<file path="config.mk">
export PLATFORM = sky130hd
export DESIGN_NAME = hash_frontend
export DESIGN_NICKNAME = d
export VERILOG_FILES = /design/src/rtl/hashfe_pkg.sv /design/src/rtl/hashfe_ctrl.sv /design/src/rtl/hashfe_dp.sv /design/src/rtl/hash_frontend.sv
export SDC_FILE = /design/constraint.sdc
export NUM_CORES = 1
export LEC_CHECK = 0
export BUFFER_PORTS_ARGS = -buffer_cell sky130_fd_sc_hd__buf_4
export CORE_UTILIZATION = 35
export DETAILED_ROUTE_END_ITERATION = 7
export PLACE_DENSITY = 0.57
export REMOVE_ABC_BUFFERS = 1
export SLEW_MARGIN = 20
export SYNTH_ARGS = -nofsm -noshare
export SYNTH_HDL_FRONTEND = slang
export SYNTH_SLANG_ARGS = --single-unit
export TNS_END_PERCENT = 20
</file>
<file path="constraint.sdc">
create_clock -name clk -period 19.8 [get_ports clk]
set_input_delay 0 -clock clk [delete_from_list [all_inputs] [get_ports clk]]
set_output_delay 0 -clock clk [all_outputs]
set_load 0.01 [all_outputs]
</file>
<file path="src/rtl/hashfe_pkg.sv">
package hashfe_pkg;
  localparam int DATA_W    = 32;
  localparam int STAT_W    = 4;
  localparam int ALGO_W    = 2;
  localparam int ORDER_W   = 2;
  localparam int ORDER_LSB = 8;

  localparam int OFF_RST   = 'h00;
  localparam int OFF_LENHI = 'h04;
  localparam int OFF_LENLO = 'h08;
  localparam int OFF_CTRL  = 'h0C;
  localparam int OFF_STAT  = 'h10;
  localparam int OFF_INTEN = 'h14;
  localparam int OFF_CLR   = 'h18;
  localparam int OFF_QUEUE = 'h1C;
  localparam int OFF_REV   = 'h50;

  typedef enum logic [3:0] {
    RD_ZERO, RD_RST, RD_LENHI, RD_LENLO, RD_CTRL,
    RD_STAT, RD_INTEN, RD_QUEUE, RD_REV
  } rdsel_e;

  typedef struct packed {
    logic wrRst;
    logic wrLenHi;
    logic wrLenLo;
    logic wrCtrl;
    logic wrIntEn;
    logic wrIntClr;
    logic rdStb;
    logic pop;
  } strobe_t;

  function automatic int wordsFor(input logic [ALGO_W-1:0] algo);
    case (algo)
      2'd0:    return 4;
      2'd1:    return 5;
      2'd2:    return 7;
      default: return 8;
    endcase
  endfunction
endpackage

</file>
<file path="src/rtl/hashfe_ctrl.sv">
module hashfe_ctrl
  import hashfe_pkg::*;
#(
  parameter int ADDR_W = 8
) (
  input  logic              clk,
  input  logic              rstN,
  input  logic [ADDR_W-1:0] busAddr,
  input  logic              busWrEn,
  input  logic              busRdEn,
  output strobe_t           stb,
  output rdsel_e            rdSel
);
  always_comb begin
    stb = '0;
    stb.rdStb = busRdEn;
    if (busWrEn) begin
      stb.wrRst    = (busAddr == ADDR_W'(OFF_RST));
      stb.wrLenHi  = (busAddr == ADDR_W'(OFF_LENHI));
      stb.wrLenLo  = (busAddr == ADDR_W'(OFF_LENLO));
      stb.wrCtrl   = (busAddr == ADDR_W'(OFF_CTRL));
      stb.wrIntEn  = (busAddr == ADDR_W'(OFF_INTEN));
      stb.wrIntClr = (busAddr == ADDR_W'(OFF_CLR));
    end
    stb.pop = busRdEn && (busAddr == ADDR_W'(OFF_QUEUE));
  end

  always_comb begin
    case (busAddr)
      ADDR_W'(OFF_RST):   rdSel = RD_RST;
      ADDR_W'(OFF_LENHI): rdSel = RD_LENHI;
      ADDR_W'(OFF_LENLO): rdSel = RD_LENLO;
      ADDR_W'(OFF_CTRL):  rdSel = RD_CTRL;
      ADDR_W'(OFF_STAT):  rdSel = RD_STAT;
      ADDR_W'(OFF_INTEN): rdSel = RD_INTEN;
      ADDR_W'(OFF_QUEUE): rdSel = RD_QUEUE;
      ADDR_W'(OFF_REV):   rdSel = RD_REV;
      default:            rdSel = RD_ZERO;
    endcase
  end

  // the address decode never selects two registers at once
  assert_one_write_R11: assert property (@(posedge clk) disable iff (!rstN)
    $onehot0({stb.wrRst, stb.wrLenHi, stb.wrLenLo, stb.wrCtrl, stb.wrIntEn, stb.wrIntClr}));
endmodule

</file>
<file path="src/rtl/hashfe_dp.sv">
module hashfe_dp
  import hashfe_pkg::*;
#(
  parameter int          MAX_WORDS = 8,
  parameter logic [31:0] CORE_REV  = 32'h0001_0203
) (
  input  logic                        clk,
  input  logic                        rstN,
  input  strobe_t                     stb,
  input  rdsel_e                      rdSel,
  input  logic [DATA_W-1:0]           busWrData,
  output logic [DATA_W-1:0]           busRdData,
  input  logic                        msgWrite,
  input  logic                        coreDone,
  input  logic [DATA_W*MAX_WORDS-1:0] coreDigest,
  output logic                        engineRst,
  output logic [ALGO_W-1:0]           cfgAlgo,
  output logic [ORDER_W-1:0]          cfgOrder,
  output logic [2*DATA_W-1:0]         msgLenBits,
  output logic                        irq
);
  localparam int CNT_W = $clog2(MAX_WORDS + 1);
  localparam int IDX_W = (MAX_WORDS > 1) ? $clog2(MAX_WORDS) : 1;

  logic              softRst, configured;
  logic [DATA_W-1:0] lenHi, lenLo;
  logic [ALGO_W-1:0] algo;
  logic [ORDER_W-1:0] order;
  logic [STAT_W-1:0] status, statusNxt, intEn;
  logic [CNT_W-1:0]  qCount;
  logic [DATA_W-1:0] qMem [MAX_WORDS];
  logic [IDX_W-1:0]  topIdx;
  logic              loadQ, popEmpty;

  assign loadQ    = coreDone && !softRst;
  assign popEmpty = stb.pop && (qCount == '0) && !softRst;
  assign topIdx   = IDX_W'(qCount - 1'b1);

  always_ff @(posedge clk or negedge rstN) begin
    if (!rstN) begin
      softRst <= 1'b0;
      lenHi   <= '0;
      lenLo   <= '0;
      algo    <= '0;
      order   <= '0;
      intEn   <= '0;
    end else begin
      if (stb.wrRst)   softRst <= busWrData[0];
      if (stb.wrLenHi) lenHi   <= busWrData;
      if (stb.wrLenLo) lenLo   <= busWrData;
      if (stb.wrCtrl) begin
        algo  <= busWrData[ALGO_W-1:0];
        order <= busWrData[ORDER_LSB +: ORDER_W];
      end
      if (stb.wrIntEn) intEn <= busWrData[STAT_W-1:0];
    end
  end

  always_ff @(posedge clk or negedge rstN) begin
    if (!rstN)             configured <= 1'b0;
    else if (softRst)      configured <= 1'b0;
    else if (stb.wrCtrl)   configured <= 1'b1;
  end

  always_comb begin
    statusNxt = status;
    if (stb.wrIntClr) statusNxt = statusNxt & ~busWrData[STAT_W-1:0];
    if (loadQ)        statusNxt[1:0] = 2'b11;
    if (popEmpty)     statusNxt[2] = 1'b1;
    if (msgWrite && !configured) statusNxt[3] = 1'b1;
  end

  always_ff @(posedge clk or negedge rstN) begin
    if (!rstN)        status <= '0;
    else if (softRst) status <= '0;
    else              status <= statusNxt;
  end

  always_ff @(posedge clk or negedge rstN) begin
    if (!rstN)                          qCount <= '0;
    else if (softRst)                   qCount <= '0;
    else if (loadQ)                     qCount <= CNT_W'(wordsFor(algo));
    else if (stb.pop && qCount != '0)   qCount <= qCount - 1'b1;
  end

  for (genvar w = 0; w < MAX_WORDS; w++) begin : g_word
    always_ff @(posedge clk) begin
      if (loadQ) qMem[w] <= coreDigest[DATA_W*w +: DATA_W];
    end
  end

  always_ff @(posedge clk or negedge rstN) begin
    if (!rstN) busRdData <= '0;
    else if (stb.rdStb) begin
      case (rdSel)
        RD_RST:   busRdData <= DATA_W'(softRst);
        RD_LENHI: busRdData <= lenHi;
        RD_LENLO: busRdData <= lenLo;
        RD_CTRL: begin
          busRdData <= '0;
          busRdData[ALGO_W-1:0] <= algo;
          busRdData[ORDER_LSB +: ORDER_W] <= order;
        end
        RD_STAT:  busRdData <= DATA_W'(status);
        RD_INTEN: busRdData <= DATA_W'(intEn);
        RD_QUEUE: busRdData <= (qCount != '0) ? qMem[topIdx] : '0;
        RD_REV:   busRdData <= CORE_REV;
        default:  busRdData <= '0;
      endcase
    end
  end

  assign engineRst  = softRst;
  assign cfgAlgo    = algo;
  assign cfgOrder   = order;
  assign msgLenBits = {lenHi, lenLo};
  assign irq        = |(status & intEn);

  assert_load_count_R4: assert property (@(posedge clk) disable iff (!rstN)
    (coreDone && !softRst) |=> (qCount == CNT_W'(wordsFor($past(algo)))));
  assert_done_flags_R4: assert property (@(posedge clk) disable iff (!rstN)
    (coreDone && !softRst) |=> (status[1:0] == 2'b11));
  assert_pop_step_R5: assert property (@(posedge clk) disable iff (!rstN)
    (stb.pop && qCount != '0 && !coreDone && !softRst) |=> (qCount == $past(qCount) - 1'b1));
  assert_empty_pop_R6: assert property (@(posedge clk) disable iff (!rstN)
    (stb.pop && qCount == '0 && !coreDone && !softRst) |=> (status[2] && qCount == '0));
  assert_clear_err_R9: assert property (@(posedge clk) disable iff (!rstN)
    (stb.wrIntClr && busWrData[3] && !msgWrite) |=> !status[3]);
  assert_soft_clear_R10: assert property (@(posedge clk) disable iff (!rstN)
    softRst |=> (qCount == '0 && status == '0 && !configured));
  assert_no_overflow_R4: assert property (@(posedge clk) disable iff (!rstN)
    qCount <= CNT_W'(MAX_WORDS));
endmodule

</file>
<file path="src/rtl/hash_frontend.sv">
module hash_frontend
  import hashfe_pkg::*;
#(
  parameter int          ADDR_W    = 8,
  parameter int          MAX_WORDS = 8,
  parameter logic [31:0] CORE_REV  = 32'h0001_0203
) (
  input  logic                    clk,
  input  logic                    rstN,
  input  logic [ADDR_W-1:0]       busAddr,
  input  logic                    busWrEn,
  input  logic                    busRdEn,
  input  logic [31:0]             busWrData,
  output logic [31:0]             busRdData,
  input  logic                    msgWrite,
  input  logic                    coreDone,
  input  logic [32*MAX_WORDS-1:0] coreDigest,
  output logic                    engineRst,
  output logic [1:0]              cfgAlgo,
  output logic [1:0]              cfgOrder,
  output logic [63:0]             msgLenBits,
  output logic                    irq
);
  strobe_t stb;
  rdsel_e  rdSel;

  hashfe_ctrl #(.ADDR_W(ADDR_W)) u_ctrl (
    .clk(clk), .rstN(rstN), .busAddr(busAddr), .busWrEn(busWrEn),
    .busRdEn(busRdEn), .stb(stb), .rdSel(rdSel)
  );

  hashfe_dp #(.MAX_WORDS(MAX_WORDS), .CORE_REV(CORE_REV)) u_dp (
    .clk(clk), .rstN(rstN), .stb(stb), .rdSel(rdSel),
    .busWrData(busWrData), .busRdData(busRdData), .msgWrite(msgWrite),
    .coreDone(coreDone), .coreDigest(coreDigest), .engineRst(engineRst),
    .cfgAlgo(cfgAlgo), .cfgOrder(cfgOrder), .msgLenBits(msgLenBits), .irq(irq)
  );
endmodule

</file>
==> summary.txt, run 1 <==
Initial core utilization - 35.8%
Post-synth EDFFs - 256
CP Class - flop to flop
Pre-CTS setup slack - 15680 ps
Post-Syn Area - 14800 µm²
Final instance area - 22800 µm²
Nets - 1800
Crit path DAT - 4510 ps
Drt pass-1 iters - 5
CP startpoint kind - flop
Antenna Nets Post-Route - 0
Count of cell types in the netlist - 54
Total track usage - 21.0%
CTS sink cnt - 370
Dominant synthesized flop cell - edfxtp_1
Post-CTS sizing - 0
Placer Congestion - 0.861
CP required - 20240 ps
Post-DP HPWL - 27.4 mm
Power per cell area - 86.1 nW/µm²
Avg WL per Cell - 21.6 µm
Worst R2R Setup Slack - 15730 ps
Worst-margin pin slew - 1110 ps
Pin count of the biggest net entering global routing - 82
Std cell rows - 74
Final Util - 55.4%
Post-synthesis sequential area ratio - 71.4%
Post-CTS setup buffer count - 0
Final setup violation count - 0
Cells after Synth - 784
Worst r2r path cells - 6
Fillers - 3194
Yosys warning count - 0
Synth Register Bits - 370
DRT iter0 DRCs - 689
H-tree levels - 2
IO buf count - 403
CTS clk-pin slew, worst paths - 60 ps
IO Count - 404
Core area - 41200 µm²
Max Cap Viol - 0
TritonCTS clock tree - yes
CP endpoint kind - flop
Final min period - 4070 ps
DR vias - 10264
Die ar. - 43000 µm²
Skew-Pair Late Insertion Delay - 560 ps
Peak supply drop - 77.6 µV
RSZ-0062 raised after global routing - false
Status - finished, final reports clean
Final worst slack - 15730 ps
Post-route setup TNS - 0 ps
FMAX - 246 MHz
Leak - 9.46 nW
Syn-to-layout area delta - 54.5%
Die height - 207 µm
Pins Over Slew Limit - 0
Largest fanout on the critical path - 30
Number of global-route vias before repair - 11519
Reg-to-Reg Start - u_dp.qCount[0]$_DFFE_PN0P_
Dpl cell area - 18400 µm²
Slew Limit Headroom - 26.1%
Die span in x - 207 µm
Clk_skew - 14.2 ps
Max clock buf depth - 3
GR Overflow Total - 0
Share of cells above drive strength 1 - 41.3%
Final WL - 44.5 mm
HP Class - input pin to async pin
Clock buffer count from CTS - 42
Reg-to-Reg End - u_dp.busRdData[1]$_DFFE_PN0P_
Asr flop ratio synth - 30.8%
DRC - 0
Hold Violations, Final - 0
First-pass GRT wire length - 68.4 mm
Fin crit share - 20.6%
Number of vias per cell - 4.98
Initial antenna violation count - 2
Root Driver - clkbuf_16
Avg Cell Area, Syn - 18.8 µm²
==> metal layers <==
layer / track usage (%) / up-vias / share of wire [%]
li1: - / 4642 / -
met1: 25.5 / 5144 / 40
met2: 34.9 / 396 / 49
met3: 6.04 / 82 / 7.9
met4: 8.98 / 0 / 3.8
met5: 0 / - / 0
==> sequential cells by signal (all words and copies together), names as in the netlist, 2 cells and up <==
| name | flops |
|---|---|
| u_dp.intEn | 4 |
| u_dp.cfgAlgo | 2 |
| u_dp.qMem | 256 |
| u_dp.qCount | 4 |
| u_dp.cfgOrder | 2 |
| u_dp.status | 4 |
| u_dp.busRdData | 32 |
| u_dp.lenLo | 32 |
| u_dp.lenHi | 32 |
==> cell type report <==
class / instances / area (µm²) / share of cell area, %
well taps: 532 / 666 / 2.92
inverters: 8 / 30.0 / 0.132
clock buffers: 50 / 1100 / 4.83
diodes: 2 / 5.00 / 0.0219
flip-flops and latches: 370 / 10500 / 46.2
repair buffers: 715 / 6130 / 26.9
clock inverters: 27 / 315 / 1.38
multi-input cells: 358 / 4030 / 17.6
==> cells in the mapped netlist, types with 2 or more instances <==
cell type,count,area (µm²)
nor2_1,9,33.8
nor3_1,4,20.0
inv_1,6,22.5
nand3_1,34,170
nor4b_2,2,30.0
o2bb2ai_1,2,17.5
o221ai_1,3,26.3
o211ai_1,27,203
nand2_1,8,30.0
nand4_1,7,43.8
a31oi_1,2,12.5
a22oi_1,6,45.0
mux4_2,65,1460
clkinv_1,2,7.51
nor4bb_1,2,20.0
a32oi_1,29,254
buf_2,17,85.1
a21oi_1,4,20.0
o32ai_1,2,17.5
mux2_1,3,33.8
nand2b_1,3,18.8
buf_4,4,30.0
mux2_2,73,822
clkbuf_1,21,78.8
nor4_1,3,18.8
ha_1,3,37.5
and2_1,3,18.8
buf_1,6,22.5
and4_1,2,17.5
a21o_1,2,15.0
dfrtp_1,114,2850
nor2b_1,3,18.8
a211oi_1,3,22.5
edfxtp_1,256,7690
mux2i_1,35,350
==> worst max-delay path: stages, from the launching register on <==
cell	delay [ps]
dfrtp_4	790
clkinv_1	500
ha_4	340
nor3b_1	160
nor4b_2	930
nand2_2	790
o221ai_1	410
==> cells in the final DEF (no fill, tap or decap), drive strengths merged, types with 3 or more instances in the layout <==
cell / Yosys / layout
a211oi: 3 / 3
a21oi: 4 / 4
a22oi: 6 / 6
a32oi: 29 / 29
and2: 3 / 3
buf: 27 / 412
bufinv: 0 / 7
clkbuf: 21 / 50
clkinv: 2 / 18
dfrtp: 114 / 114
dlygate4sd3: 0 / 303
edfxtp: 256 / 256
ha: 3 / 3
inv: 6 / 9
mux2: 76 / 76
mux2i: 35 / 35
mux4: 65 / 65
nand2: 8 / 8
nand2b: 3 / 3
nand3: 34 / 34
nand4: 7 / 7
nor2: 9 / 9
nor2b: 3 / 3
nor3: 5 / 5
nor4: 3 / 3
nor4b: 3 / 3
o211ai: 27 / 27
o221ai: 3 / 3
==> worst max path at each step <==
stage	startpoint	end	cells past startpoint
6_report	u_dp.qCount[0]$_DFFE_PN0P_	u_dp.busRdData[1]$_DFFE_PN0P_	6
5_1_grt	u_dp.qCount[0]$_DFFE_PN0P_	u_dp.busRdData[1]$_DFFE_PN0P_	6
4_1_cts	u_dp.qCount[0]$_DFFE_PN0P_	u_dp.busRdData[1]$_DFFE_PN0P_	6
3_5_place_dp	u_dp.qCount[0]$_DFFE_PN0P_	u_dp.busRdData[1]$_DFFE_PN0P_	6
3_3_place_gp	u_dp.qCount[0]$_DFFE_PN0P_	u_dp.busRdData[9]$_DFFE_PN0P_	6
2_1_floorplan	u_dp.engineRst$_DFFE_PN0P_	u_dp.qMem[0][0]$_DFFE_PP_	1
==> cell families after synthesis <==
group / synth area share (%)
AO/OA/AOI/OAI: 4.81
XOR/XNOR: 0.110
adder cells (fa/ha/maj): 0.254
buffers and inverters: 1.67
flip-flops: 71.4
multiplexers: 18.1
AND/OR/NAND/NOR: 3.68
==> report_power, final <==
part,internal [mW],leakage [nW],switching (mW)
clock network,0.490,0.700,0.318
logic,0.147,4.70,0.0995
registers,0.887,4.06,0.0230
total,1.52,9.46,0.440
==> per-stage QoR <==
step / hold WS (ps) / total power, mW / std cells
6_report: 42.2 / 1.96 / 2062
3_3_place_gp: 106 / 1.12 / 1680
5_1_grt: 70.0 / 2.03 / 2062
2_1_floorplan: -296 / 1.03 / 736
4_1_cts: 9.36 / 1.98 / 2060
3_5_place_dp: 116 / 1.12 / 1680
==> repair_timing <==
action | 4_1_cts | 5_1_grt
setup endpoints to repair | 0 | 0
hold buffers | 303 | 0
endpoints found under the hold margin | 394 | 0
No activity file was read; power rests on OpenSTA's default activity.
==> inputs of run 2 (changes only) <==
Clock period 19.8 ns to 3.9 ns, I/O delays scaled along.
==> summary.txt, run 2 (synthesized netlist as in run 1, its figures left out) <==
First-pass GRT wire length - 69.2 mm
Crit path DAT - 3080 ps
Post-CTS setup buffer count - 0
Fin cells - 2076
CP Class - flop to flop
CP required - 4310 ps
Footprint of the multi-input gates - 4030 µm²
CTS clk-pin slew, worst paths - 60 ps
Hold path cells - 5
Root Driver - clkbuf_16
Antenna Nets Post-Route - 0
IO Count - 404
Pin count of the biggest net entering global routing - 91
CTS sink cnt - 370
Std cell rows - 74
HP Class - input pin to flop
DRC - 0
RSZ-0062 raised after global routing - false
Max reg flops - 256
Post-route setup TNS - 0 ps
CP startpoint kind - flop
Post-DP HPWL - 28.3 mm
CP endpoint kind - flop
Initial antenna violation count - 3
Core area - 41200 µm²
Clk_skew - 14.0 ps
Avg WL per Cell - 21.8 µm
IO buf count - 403
Commonest non-fill, non-tap cell in the layout - buf_4
Worst R2R Setup Slack - 1230 ps
Skew-Pair Late Insertion Delay - 560 ps
Worst r2r path cells - 5
Power per cell area - 432 nW/µm²
Clock Power Share - 40.6%
Fin crit share - 68.4%
Pre-CTS setup slack - 1160 ps
Slew Limit Headroom - 32.7%
Worst-margin pin slew - 1010 ps
Nets - 1811
Number of vias per cell - 4.98
Switching power total - 2.23 mW
Reg-to-Reg End - u_dp.busRdData[18]$_DFFE_PN0P_
Final WL - 45.3 mm
Largest fanout on the critical path - 31
DP Cell Count - 1688
Die span in x - 207 µm
Hold Violations, Final - 0
Reg-to-Reg Start - u_dp.qCount[0]$_DFFE_PN0P_
TritonCTS clock tree - yes
Pins Over Slew Limit - 0
Sequential cell area - 10500 µm²
FMAX - 375 MHz
Die ar. - 43000 µm²
DR vias - 10340
Top reg by flops - u_dp.qMem
Combinational power share - 12.8%
Syn-to-layout area delta - 55.4%
Power Total - 9.91 mW
Final setup violation count - 0
Sw Ratio - 22.6%
Hold Path Sink - u_dp.busRdData[2]$_DFFE_PN0P_
Final worst slack - 1230 ps
Reg power frac - 46.5%
Internal power - 7.67 mW
Number of global-route vias before repair - 11621
Die height - 207 µm
Status - finished, final reports clean
Commonest cells after routing, fill and taps aside - 416 x buf_4, 304 x dlygate4sd3_1, 256 x edfxtp_1, 113 x dfrtp_1, 73 x mux2_2
Fillers - 3235
Drt pass-1 iters - 5
Hold Crit Start - busAddr[4]
DRT iter0 DRCs - 569
Total track usage - 21.3%
Peak supply drop - 296 µV
Max clock buf depth - 3
Max Cap Viol - 0
Share of cells above drive strength 1 - 41.2%
H-tree levels - 2
Clock buffer count from CTS - 43
Placer Congestion - 0.836
Final min period - 2670 ps
GR Overflow Total - 0
Leak - 9.50 nW
Initial core utilization - 35.8%
run 2: routing by layer:
layer  vias to the layer above  global-route usage, %  share of wire, %
li1                       4661                      -                 -
met1                      5203                   25.1                40
met2                       386                   36.7                50
met3                        90                   6.17               7.5
met4                         0                   7.75               2.8
met5                         -                      0                 0
run 2: repair_timing:
action,in CTS,in global routing
setup endpoints to repair,0,0
hold buffers,305,0
gates resized for setup,0,0
endpoints found under the hold margin,423,0
run 2: how the worst max path moves through the flow:
stage | start | endpoint | slack, ps | cells past startpoint
3_5_place_dp | u_dp.qCount[0]$_DFFE_PN0P_ | u_dp.busRdData[18]$_DFFE_PN0P_ | 1160 | 5
6_report | u_dp.qCount[0]$_DFFE_PN0P_ | u_dp.busRdData[18]$_DFFE_PN0P_ | 1230 | 5
3_3_place_gp | u_dp.qCount[0]$_DFFE_PN0P_ | u_dp.busRdData[18]$_DFFE_PN0P_ | 1210 | 5
2_1_floorplan | u_dp.engineRst$_DFFE_PN0P_ | u_dp.qMem[0][0]$_DFFE_PP_ | -8700 | 1
5_1_grt | u_dp.qCount[0]$_DFFE_PN0P_ | u_dp.busRdData[17]$_DFFE_PN0P_ | 950 | 5
4_1_cts | u_dp.qCount[0]$_DFFE_PN0P_ | u_dp.busRdData[18]$_DFFE_PN0P_ | 1150 | 5
run 2: stage by stage:
stage               hold slack (ps)  util, %  instance area, µm²
floorplan                      -296        -               14500
global route                   69.9     55.7               22900
CTS                            1.87     55.7               22900
finish                         33.2     55.7               22900
detailed placement            -14.7     44.8               18500
global placement              -14.0     44.8               18500
run 2: area by class of cell:
class,count,area share (%)
diodes,3,0.0327
clock buffers,62,5.22
clock inverters,18,0.900
inverters,8,0.131
multi-input cells,358,17.5
flip-flops and latches,370,46.0
well taps,532,2.90
repair buffers,725,27.3
run 2: power by group through the flow:
stage | logic [mW] | registers (mW) | clock network (mW)
final | 1.27 | 4.61 | 4.02
after global routing | 1.36 | 4.63 | 4.27
after CTS | 1.28 | 4.61 | 4.11
after detailed placement | 1.02 | 4.68 | 0
after global placement | 1.01 | 4.68 | 0
after floorplan | 0.498 | 4.73 | 0
run 2: critical path: stages, from the launching register on:
cell      delay [ps]
dfrtp_4          410
buf_4            570
buf_4            620
mux4_2           590
mux2i_1          160
o211ai_1         100
